## config.mk

```make
export PLATFORM = sky130hd
export DESIGN_NAME = trap_ctl
export DESIGN_NICKNAME = d
export VERILOG_FILES = /design/src/rtl/trap_pkg.sv /design/src/rtl/trap_tick_timer.sv /design/src/rtl/trap_prio.sv /design/src/rtl/trap_state.sv /design/src/rtl/trap_ctl.sv
export SDC_FILE = /design/constraint.sdc
export NUM_CORES = 1
export LEC_CHECK = 0
export BUFFER_PORTS_ARGS = -buffer_cell sky130_fd_sc_hd__buf_4
export CORE_ASPECT_RATIO = 1.75
export CORE_MARGIN = 2
export CORE_UTILIZATION = 39
export DETAILED_ROUTE_END_ITERATION = 16
export GPL_ROUTABILITY_DRIVEN = 1
export MAX_ROUTING_LAYER = met4
export PLACE_DENSITY = 0.68
export SLEW_MARGIN = 10
export SYNTH_ARGS = -nofsm -noshare
export SYNTH_HDL_FRONTEND = slang
export SYNTH_SLANG_ARGS = --single-unit
export TNS_END_PERCENT = 1
```

## constraint.sdc

```tcl
create_clock -name clk -period 3.9 [get_ports clk]
set_input_delay 0.195 -clock clk [delete_from_list [all_inputs] [get_ports clk]]
set_output_delay 0.195 -clock clk [all_outputs]
set_load 0.01 [all_outputs]
```

## src/rtl/trap_pkg.sv

```systemverilog
package trap_pkg;
  typedef enum logic [3:0] {
    CAUSE_IRQ     = 4'd0,
    CAUSE_TICK    = 4'd1,
    CAUSE_PGFAULT = 4'd2,
    CAUSE_BADADDR = 4'd3,
    CAUSE_PRIV    = 4'd4,
    CAUSE_OVF     = 4'd5,
    CAUSE_DIV0    = 4'd6,
    CAUSE_SYSCALL = 4'd8
  } cause_e;

  typedef enum logic [2:0] {
    SEL_EPC    = 3'd0,
    SEL_CAUSE  = 3'd1,
    SEL_PERIOD = 3'd2,
    SEL_KSP    = 3'd3,
    SEL_SMODE  = 3'd4,
    SEL_SSP    = 3'd5
  } csr_sel_e;
endpackage

```

## src/rtl/trap_tick_timer.sv

```systemverilog
module trap_tick_timer #(
  parameter int XLEN = 32
) (
  input  logic            clk,
  input  logic            rst,
  input  logic            wr_en,
  input  logic [XLEN-1:0] wdata,
  input  logic            clr_pend,
  output logic [XLEN-1:0] period,
  output logic            pend
);
  logic [XLEN-1:0] cnt;

  always_ff @(posedge clk) begin
    if (rst) begin
      period <= '0;
      cnt    <= '0;
      pend   <= 1'b0;
    end else begin
      if (clr_pend) pend <= 1'b0;
      if (wr_en) begin
        period <= wdata;
        cnt    <= '0;
      end else if (period != '0) begin
        if (cnt == period - 1'b1) begin
          cnt  <= '0;
          pend <= 1'b1;
        end else begin
          cnt <= cnt + 1'b1;
        end
      end
    end
  end
endmodule

```

## src/rtl/trap_prio.sv

```systemverilog
module trap_prio
  import trap_pkg::*;
#(
  parameter int              XLEN  = 32,
  parameter logic [XLEN-1:0] KBASE = 32'h8000_0000
) (
  input  logic            mode,
  input  logic            trap_en,
  input  logic            exc_valid,
  input  logic [3:0]      exc_code,
  input  logic            syscall,
  input  logic            priv_instr,
  input  logic            eret,
  input  logic            csr_acc,
  input  logic            mem_access,
  input  logic [XLEN-1:0] mem_addr,
  input  logic            tick_pend,
  input  logic            irq,
  output logic            take,
  output logic [3:0]      code,
  output logic            tick_sel,
  output logic            eret_ok
);
  logic priv_bad, addr_bad;

  always_comb begin
    priv_bad = !mode && (priv_instr || eret || csr_acc);
    addr_bad = !mode && mem_access && (mem_addr >= KBASE);
    take     = 1'b0;
    code     = CAUSE_IRQ;
    tick_sel = 1'b0;
    if (trap_en) begin
      if (exc_valid) begin
        take = 1'b1; code = exc_code;
      end else if (priv_bad) begin
        take = 1'b1; code = CAUSE_PRIV;
      end else if (addr_bad) begin
        take = 1'b1; code = CAUSE_BADADDR;
      end else if (syscall) begin
        take = 1'b1; code = CAUSE_SYSCALL;
      end else if (tick_pend) begin
        take = 1'b1; code = CAUSE_TICK; tick_sel = 1'b1;
      end else if (irq) begin
        take = 1'b1; code = CAUSE_IRQ;
      end
    end
    eret_ok = eret && mode && !take;
  end
endmodule

```

## src/rtl/trap_state.sv

```systemverilog
module trap_state
  import trap_pkg::*;
#(
  parameter int              XLEN = 32,
  parameter logic [XLEN-1:0] VEC  = 32'h8000_0180
) (
  input  logic            clk,
  input  logic            rst,
  input  logic            take,
  input  logic [3:0]      code,
  input  logic            eret_ok,
  input  logic [XLEN-1:0] pc,
  input  logic [XLEN-1:0] sp,
  input  logic            csr_acc,
  input  logic            csr_wr,
  input  logic [2:0]      csr_sel,
  input  logic [XLEN-1:0] csr_wdata,
  input  logic [XLEN-1:0] period,
  output logic            period_wr,
  output logic            mode,
  output logic            trap_en,
  output logic            saved_mode,
  output logic [XLEN-1:0] epc,
  output logic [3:0]      cause,
  output logic [XLEN-1:0] csr_rdata,
  output logic            flush,
  output logic            redirect_valid,
  output logic [XLEN-1:0] redirect_pc,
  output logic            sp_load,
  output logic [XLEN-1:0] sp_val
);
  logic [XLEN-1:0] saved_sp, ksp, rd_mux;
  logic            wr_ok;

  assign wr_ok     = csr_acc && csr_wr && mode && !take;
  assign period_wr = wr_ok && (csr_sel == SEL_PERIOD);

  always_comb begin
    case (csr_sel)
      SEL_EPC:    rd_mux = epc;
      SEL_CAUSE:  rd_mux = {{(XLEN-4){1'b0}}, cause};
      SEL_PERIOD: rd_mux = period;
      SEL_KSP:    rd_mux = ksp;
      SEL_SMODE:  rd_mux = {{(XLEN-1){1'b0}}, saved_mode};
      SEL_SSP:    rd_mux = saved_sp;
      default:    rd_mux = '0;
    endcase
  end

  always_ff @(posedge clk) begin
    if (rst) begin
      mode           <= 1'b1;
      trap_en        <= 1'b1;
      saved_mode     <= 1'b0;
      epc            <= '0;
      cause          <= '0;
      saved_sp       <= '0;
      ksp            <= '0;
      csr_rdata      <= '0;
      flush          <= 1'b0;
      redirect_valid <= 1'b0;
      redirect_pc    <= '0;
      sp_load        <= 1'b0;
      sp_val         <= '0;
    end else begin
      flush          <= 1'b0;
      redirect_valid <= 1'b0;
      sp_load        <= 1'b0;
      csr_rdata      <= (csr_acc && mode) ? rd_mux : '0;
      if (take) begin
        epc            <= pc;
        cause          <= code;
        saved_sp       <= sp;
        saved_mode     <= mode;
        mode           <= 1'b1;
        trap_en        <= 1'b0;
        flush          <= 1'b1;
        redirect_valid <= 1'b1;
        redirect_pc    <= VEC;
        sp_load        <= 1'b1;
        sp_val         <= ksp;
      end else begin
        if (eret_ok) begin
          mode           <= saved_mode;
          trap_en        <= 1'b1;
          redirect_valid <= 1'b1;
          redirect_pc    <= epc;
          sp_load        <= 1'b1;
          sp_val         <= saved_sp;
        end
        if (wr_ok) begin
          case (csr_sel)
            SEL_EPC:   epc        <= csr_wdata;
            SEL_CAUSE: cause      <= csr_wdata[3:0];
            SEL_KSP:   ksp        <= csr_wdata;
            SEL_SMODE: saved_mode <= csr_wdata[0];
            SEL_SSP:   saved_sp   <= csr_wdata;
            default:   ;
          endcase
        end
      end
    end
  end
endmodule

```

## src/rtl/trap_ctl.sv

```systemverilog
module trap_ctl #(
  parameter int              XLEN  = 32,
  parameter logic [XLEN-1:0] VEC   = 32'h8000_0180,
  parameter logic [XLEN-1:0] KBASE = 32'h8000_0000
) (
  input  logic            clk,
  input  logic            rst,
  input  logic [XLEN-1:0] pc_i,
  input  logic [XLEN-1:0] sp_i,
  input  logic            exc_valid_i,
  input  logic [3:0]      exc_code_i,
  input  logic            syscall_i,
  input  logic            priv_instr_i,
  input  logic            eret_i,
  input  logic            mem_access_i,
  input  logic [XLEN-1:0] mem_addr_i,
  input  logic            irq_i,
  input  logic            csr_acc_i,
  input  logic            csr_wr_i,
  input  logic [2:0]      csr_sel_i,
  input  logic [XLEN-1:0] csr_wdata_i,
  output logic [XLEN-1:0] csr_rdata_o,
  output logic            mode_o,
  output logic            flush_o,
  output logic            redirect_valid_o,
  output logic [XLEN-1:0] redirect_pc_o,
  output logic            sp_load_o,
  output logic [XLEN-1:0] sp_val_o,
  output logic [XLEN-1:0] epc_o,
  output logic [3:0]      cause_o
);
  logic            take, tick_sel, eret_ok, trap_en, saved_mode;
  logic            tick_pend, period_wr;
  logic [3:0]      code;
  logic [XLEN-1:0] period;

  trap_tick_timer #(.XLEN(XLEN)) timer_i (
    .clk(clk), .rst(rst), .wr_en(period_wr), .wdata(csr_wdata_i),
    .clr_pend(take && tick_sel), .period(period), .pend(tick_pend)
  );

  trap_prio #(.XLEN(XLEN), .KBASE(KBASE)) prio_i (
    .mode(mode_o), .trap_en(trap_en), .exc_valid(exc_valid_i),
    .exc_code(exc_code_i), .syscall(syscall_i), .priv_instr(priv_instr_i),
    .eret(eret_i), .csr_acc(csr_acc_i), .mem_access(mem_access_i),
    .mem_addr(mem_addr_i), .tick_pend(tick_pend), .irq(irq_i),
    .take(take), .code(code), .tick_sel(tick_sel), .eret_ok(eret_ok)
  );

  trap_state #(.XLEN(XLEN), .VEC(VEC)) state_i (
    .clk(clk), .rst(rst), .take(take), .code(code), .eret_ok(eret_ok),
    .pc(pc_i), .sp(sp_i), .csr_acc(csr_acc_i), .csr_wr(csr_wr_i),
    .csr_sel(csr_sel_i), .csr_wdata(csr_wdata_i), .period(period),
    .period_wr(period_wr), .mode(mode_o), .trap_en(trap_en),
    .saved_mode(saved_mode), .epc(epc_o), .cause(cause_o),
    .csr_rdata(csr_rdata_o), .flush(flush_o),
    .redirect_valid(redirect_valid_o), .redirect_pc(redirect_pc_o),
    .sp_load(sp_load_o), .sp_val(sp_val_o)
  );
endmodule

```

* Word-level counts from Yosys, hierarchy flattened *
Cells that the tools add are included.
W data, S select, Z words.

word-level totals
  bits in registers = 266
  ROM bits = 0
  input bits = 145
  output and inout port bits = 136
  memories kept = 0
  RAM bits = 0
  latch bits = 0
  logic and storage cells = 104

cells by class
  multiply operators = 0
  divide/modulo/power cells = 0
  muxes and demuxes = 46
  bitwise logic cells = 2
  add/subtract/negate cells = 2
  shifts and indexed selects = 0
  eq/ne operators = 6
  reductions and logical operators = 31
  magnitude comparators = 1

operators with widths
  cell                     number
  $mux W32                 11
  $pmux W32 S6             1
  $add A32 B1 Y32 const B  1
  $eq A32 B32 Y1           1
  $ge A32 B32 Y1 const B   1
  $mux W4                  8
  $reduce_bool A32 Y1      1
  $sub A32 B1 Y32 const B  1
  $mux W1                  26
  $reduce_bool A2 Y1       6
  $logic_and A1 B1 Y1      11
  $reduce_and A2 Y1        4
  $eq A3 B2 Y1 const B     2
  $eq A3 B3 Y1 const B     2
  $reduce_or A2 Y1         3
  $eq A3 B1 Y1 const B     1
  $logic_not A3 Y1         1
  $reduce_and A3 Y1        1
  $logic_not A1 Y1         2
  $logic_or A1 B1 Y1       2
  $not A1 Y1               2

* Depth between registers and ports, before layout *
  word-level depth = 12
  gate-level depth with buffers = 14
  gate-level depth less buffers = 9

* By module *
A second synthesis with hierarchy kept.

second synthesis, totals
  cells, all modules = 1504
  area total of the unflattened synthesis = 13402.9 sq um

by module, submodules not included
  module           times used  cells an instance  area each (sq um)  sequential area each (sq um)
  trap_state       1           1043               9485.3             4023.9
  trap_tick_timer  1           440                3766.1             1301.2
  trap_prio        1           20                 145.1              0.0
  trap_ctl         1           1                  6.3                0.0

* Worst setup path after synthesis *
No wires, ideal clock.

  path type = register to register
  start point = register timer_i.period[0]
  end point = register timer_i.cnt[20]
  buffers on the path = 3
  cell stages (with the launch flop) = 13
  slack = 0.825 ns
  library setup time = 0.141 ns
  data arrival time = 2.935 ns
  required time = 3.759 ns
  period minus slack after synthesis = 3.075 ns
  cells stage by stage = dfxtp_1 -> clkbuf_1 -> inv_1 -> ha_1 -> buf_2 -> or4bb_1 -> a222oi_1 -> nand3_1 -> a2111o_1 -> or4_4 -> nor4_4 -> buf_6 -> nor3_2

on the way
  longest elaborated chain between the ends = 3
  elaborated cells between the ends (all ways) = 4
  those cells by class = add/sub (1); eq/ne (1); mux (1); reduce/logical (1)

RTL lines
  what                      line                   RTL
  start: declaration        trap_tick_timer.sv:9   output logic [XLEN-1:0] period,
  start signal: assignment  trap_tick_timer.sv:22  period <= wdata;
  $sub A32 B1 Y32           trap_tick_timer.sv:25  if (cnt == period - 1'b1) begin
  $eq A32 B32 Y1            trap_tick_timer.sv:25
  $mux W32                  trap_tick_timer.sv:25
  end signal: assignment    trap_tick_timer.sv:29  cnt <= cnt + 1'b1;
  end: declaration          trap_tick_timer.sv:12  logic [XLEN-1:0] cnt;

Parallel ways exist; a longest one is shown, timed or not.
A chain may end at the register's enable or synchronous reset.

* Final worst setup path *
  start point = register timer_i.period[0]
  end point = register timer_i.cnt[24]

Same word-level chain as after synthesis.

==> impl_metrics.env <==
export IMPL_outcome="complete, no violations"
export IMPL_finalSetupTns_ns=0
export IMPL_fill_cells=2813
export IMPL_clock_path_buffers=3
export IMPL_fin_crit_sh_pct=87.4
export IMPL_core_um2=31300
export IMPL_fin_total_pwr_w=0.00674
export IMPL_place_hpwl_mm=29.0
export IMPL_hold_viol=0
export IMPL_async_reset_ff_share_pct=0
export IMPL_area_growth_pct=32.7
export IMPL_hold_path_class="input port to flop"
export IMPL_synth_seq_cells=266
export IMPL_gp_congestion=0.931
export IMPL_cp_slowest_cell="nor4b_4"
export IMPL_htreeDepth=1
export IMPL_synth_cell_types=67
export IMPL_drtPass1Iterations=5
export IMPL_skew_ns=0.0106
export IMPL_fin_area_um2=16400
export IMPL_drt_iter0_drc=838
export IMPL_cts_reportedPaths_clkPinSlew_ns=0.06
export IMPL_final_setup_worst_slack_ns=0.491
export IMPL_cp_end_kind="flop"
export IMPL_fp_dieH_um=239
export IMPL_ios=281
export IMPL_start_util_pct=39.3
export IMPL_vias=11986
export IMPL_die_x_um=138
export IMPL_max_cap_violations=0
export IMPL_worst_setup_path_type="flop to flop"
export IMPL_cts_root_buf="clkbuf_16"
export IMPL_clkSinkCount=266
export IMPL_crit_required_ns=4.33
export IMPL_multiInputGateArea_um2=6440
export IMPL_ant_nets=0
export IMPL_grt_usage_pct=25.6
export IMPL_first_global_vias=12031
export IMPL_leakage_nw=6.18
export IMPL_crit_chain="inv_1, ha_1, nor4b_4, and2_1, xnor2_1, a2111o_1, or4_4, nor4_4, buf_4, nor3_2"
export IMPL_rows=86
export IMPL_holdPathStages=3
export IMPL_reg2regPathDepth=10
export IMPL_post_dp_cell_area_um2=14400
export IMPL_rsz0062_at_grt="false"
export IMPL_synthFlopType="dfxtp_1"
export IMPL_cp_slowest_stage_delay_ns=0.50
export IMPL_fin_util_pct=52.2
export IMPL_cts_made_buffers=26
export IMPL_clock_latency_ns=0.55
export IMPL_antenna_found_initial=2
export IMPL_drc_errors=0
export IMPL_slew_limit_headroom_pct=32.3
export IMPL_drive_gt1_share_pct=21.9
export IMPL_post_cts_resized=0
export IMPL_cts_tree="yes"
export IMPL_tightest_slew_ns=1.01
export IMPL_grt_max_degree=103
export IMPL_arrival_ns=3.84
export IMPL_syn_num_nets=1598
export IMPL_cp_start_kind="flop"
export IMPL_nets=1862
export IMPL_yosysSeqAreaShare_pct=43.2
export IMPL_io_buffers=249
export IMPL_grt_pass1_wl_mm=66.9
export IMPL_grt_overflow=0
export IMPL_post_drt_wl_per_cell_um=20.2
export IMPL_viasPerCell=5.62
export IMPL_avgSynthCellArea_um2=8.49
export IMPL_setup_viol=0
export IMPL_synthesis_area_um2=12300
export IMPL_ir_drop_mv=0.360
export IMPL_layout_min_cycle_time_ns=3.41
export IMPL_critPathMaxFanout=18
export IMPL_dp_worst_setup_slack_ns=0.504
export IMPL_max_freq_mhz=293
export IMPL_drv_slew=0
export IMPL_power_density_nw_per_um2=412
export IMPL_die_area_um2=33100
export IMPL_ys_warn_count=0
export IMPL_regArea_um2=5330
export IMPL_wirelength_mm=43.1
export IMPL_synth_edff_count=0
export IMPL_syn_inst=1451
-- power breakdown --
group          internal, W  total, W  switching [W]  leakage, nW
clock network      0.00172   0.00283        0.00111        0.473
registers          0.00285   0.00297       0.000124         2.17
logic             0.000428  0.000942       0.000513         3.54
total              0.00500   0.00674        0.00174         6.18
-- synth_stat cells (4+ instances only) --
library cell    n  area (µm²)
a211oi_1       73         548
a21oi_1       132         661
a22oi_1        57         428
a311oi_1       35         307
a31oi_1         9        56.3
and2_1          5        31.3
and3_1         19         119
and4_1          8        70.1
buf_1           7        26.3
buf_2           7        35.0
buf_6           4        45.0
clkbuf_1      117         439
dfxtp_1       266        5330
inv_1           7        26.3
mux2i_1        72         721
nand2_1       269        1010
nand2b_1        5        31.3
nand3_1        25         125
nand4_1        16         100
nor2_1        121         454
nor2b_1         4        25.0
nor3_1         15        75.1
nor3_2         31         310
nor4_1          8        50.1
o21ai_0         8        40.0
or4_4           4        45.0
xnor2_1        29         254
xor2_1         41         359
-- registers in the layout, summed over array words and instances (netlist names) --
| register | cells |
|---|---|
| state_i.epc | 32 |
| state_i.mode | 1 |
| state_i.redirect_pc | 32 |
| state_i.redirect_valid | 1 |
| state_i.csr_rdata | 32 |
| state_i.saved_sp | 32 |
| state_i.ksp | 32 |
| state_i.sp_val | 32 |
| timer_i.cnt | 32 |
| state_i.trap_en | 1 |
| timer_i.pend | 1 |
| timer_i.period | 32 |
| state_i.saved_mode | 1 |
| state_i.cause | 4 |
| state_i.flush | 1 |
-- final cells by class --
class / instances / area share [%]
Multi-Input combinational cell: 1041 / 39.4
Sequential cell: 266 / 32.6
Timing Repair Buffer: 373 / 18.9
Clock buffer: 36 / 4.77
Tap cell: 396 / 3.03
Clock inverter: 9 / 1.09
Inverter: 7 / 0.161
Antenna cell: 3 / 0.0459
-- cells in the final DEF (no fill, tap or decap), types with 27 or more instances in the layout --
| cell | synthesis | final |
|---|---|---|
| a311oi_1 | 35 | 35 |
| a22oi_1 | 57 | 57 |
| xnor2_1 | 29 | 29 |
| xor2_1 | 41 | 41 |
| dlygate4sd3_1 | 0 | 97 |
| a211oi_1 | 73 | 73 |
| mux2i_1 | 72 | 72 |
| a21oi_1 | 132 | 132 |
| dfxtp_1 | 266 | 266 |
| clkbuf_16 | 0 | 27 |
| nor2_1 | 121 | 120 |
| buf_4 | 2 | 271 |
| nand2_1 | 269 | 268 |
| nor3_2 | 31 | 32 |
-- logic make-up (layout without fill, tap and decap cells) --
kind of cell / count (synthesis) / after routing / synth area share, %
other cells: 0 / 3 / 0
compound gates: 341 / 341 / 18.5
buf+inv: 144 / 425 / 4.76
fa+ha+maj: 2 / 2 / 0.203
flops: 266 / 266 / 43.2
xor+xnor: 71 / 71 / 5.11
mux: 76 / 76 / 6.49
simple gates: 551 / 551 / 21.7
-- metrics by stage --
| stage | hold slack, ns | std cells |
|---|---|---|
| finish | 0.0354 | 2131 |
| global route | 0.0193 | 2130 |
| CTS | 0.0238 | 2128 |
| detailed placement | 0.449 | 1986 |
| global placement | 0.444 | 1986 |
| floorplan | 0.316 | 1451 |
-- layer usage --
metal / vias up / wire length, µm / global-route usage (%)
li1: 5672 / - / -
met5: - / 0 / -
met4: 0 / 1480 / 9.55
met2: 396 / 22400 / 46.2
met1: 5819 / 17100 / 29.6
met3: 99 / 2060 / 2.12
-- critical path: cells and delay by family (launching register included) --
kind / cells / cell delay (ns)
adders and majority gates: 1 / 0.32
and+or+nand+nor: 5 / 1.58
AOI/OAI and AO/OA: 1 / 0.43
buffers and inverters: 2 / 0.46
DFF: 1 / 0.40
xor gates and xnor gates: 1 / 0.09
-- what timing repair did --
item | 4_1_cts | 5_1_grt
buffers inserted | 0 | 0
hold buffers | 97 | 0
hold endpoints to repair | 129 | 0
-- worst paths after layout --
kind,from,endpoint,slack (ns)
setup / recovery,timer_i.period[0],timer_i.cnt[24],0.49
hold / removal,sp_i[19],state_i.saved_sp[19],0.04
setup reg to reg,timer_i.period[0],timer_i.cnt[24],0.49
hold reg to reg,state_i.redirect_pc[19],state_i.redirect_pc[19],0.46
Power figures use the tool's default switching activity.
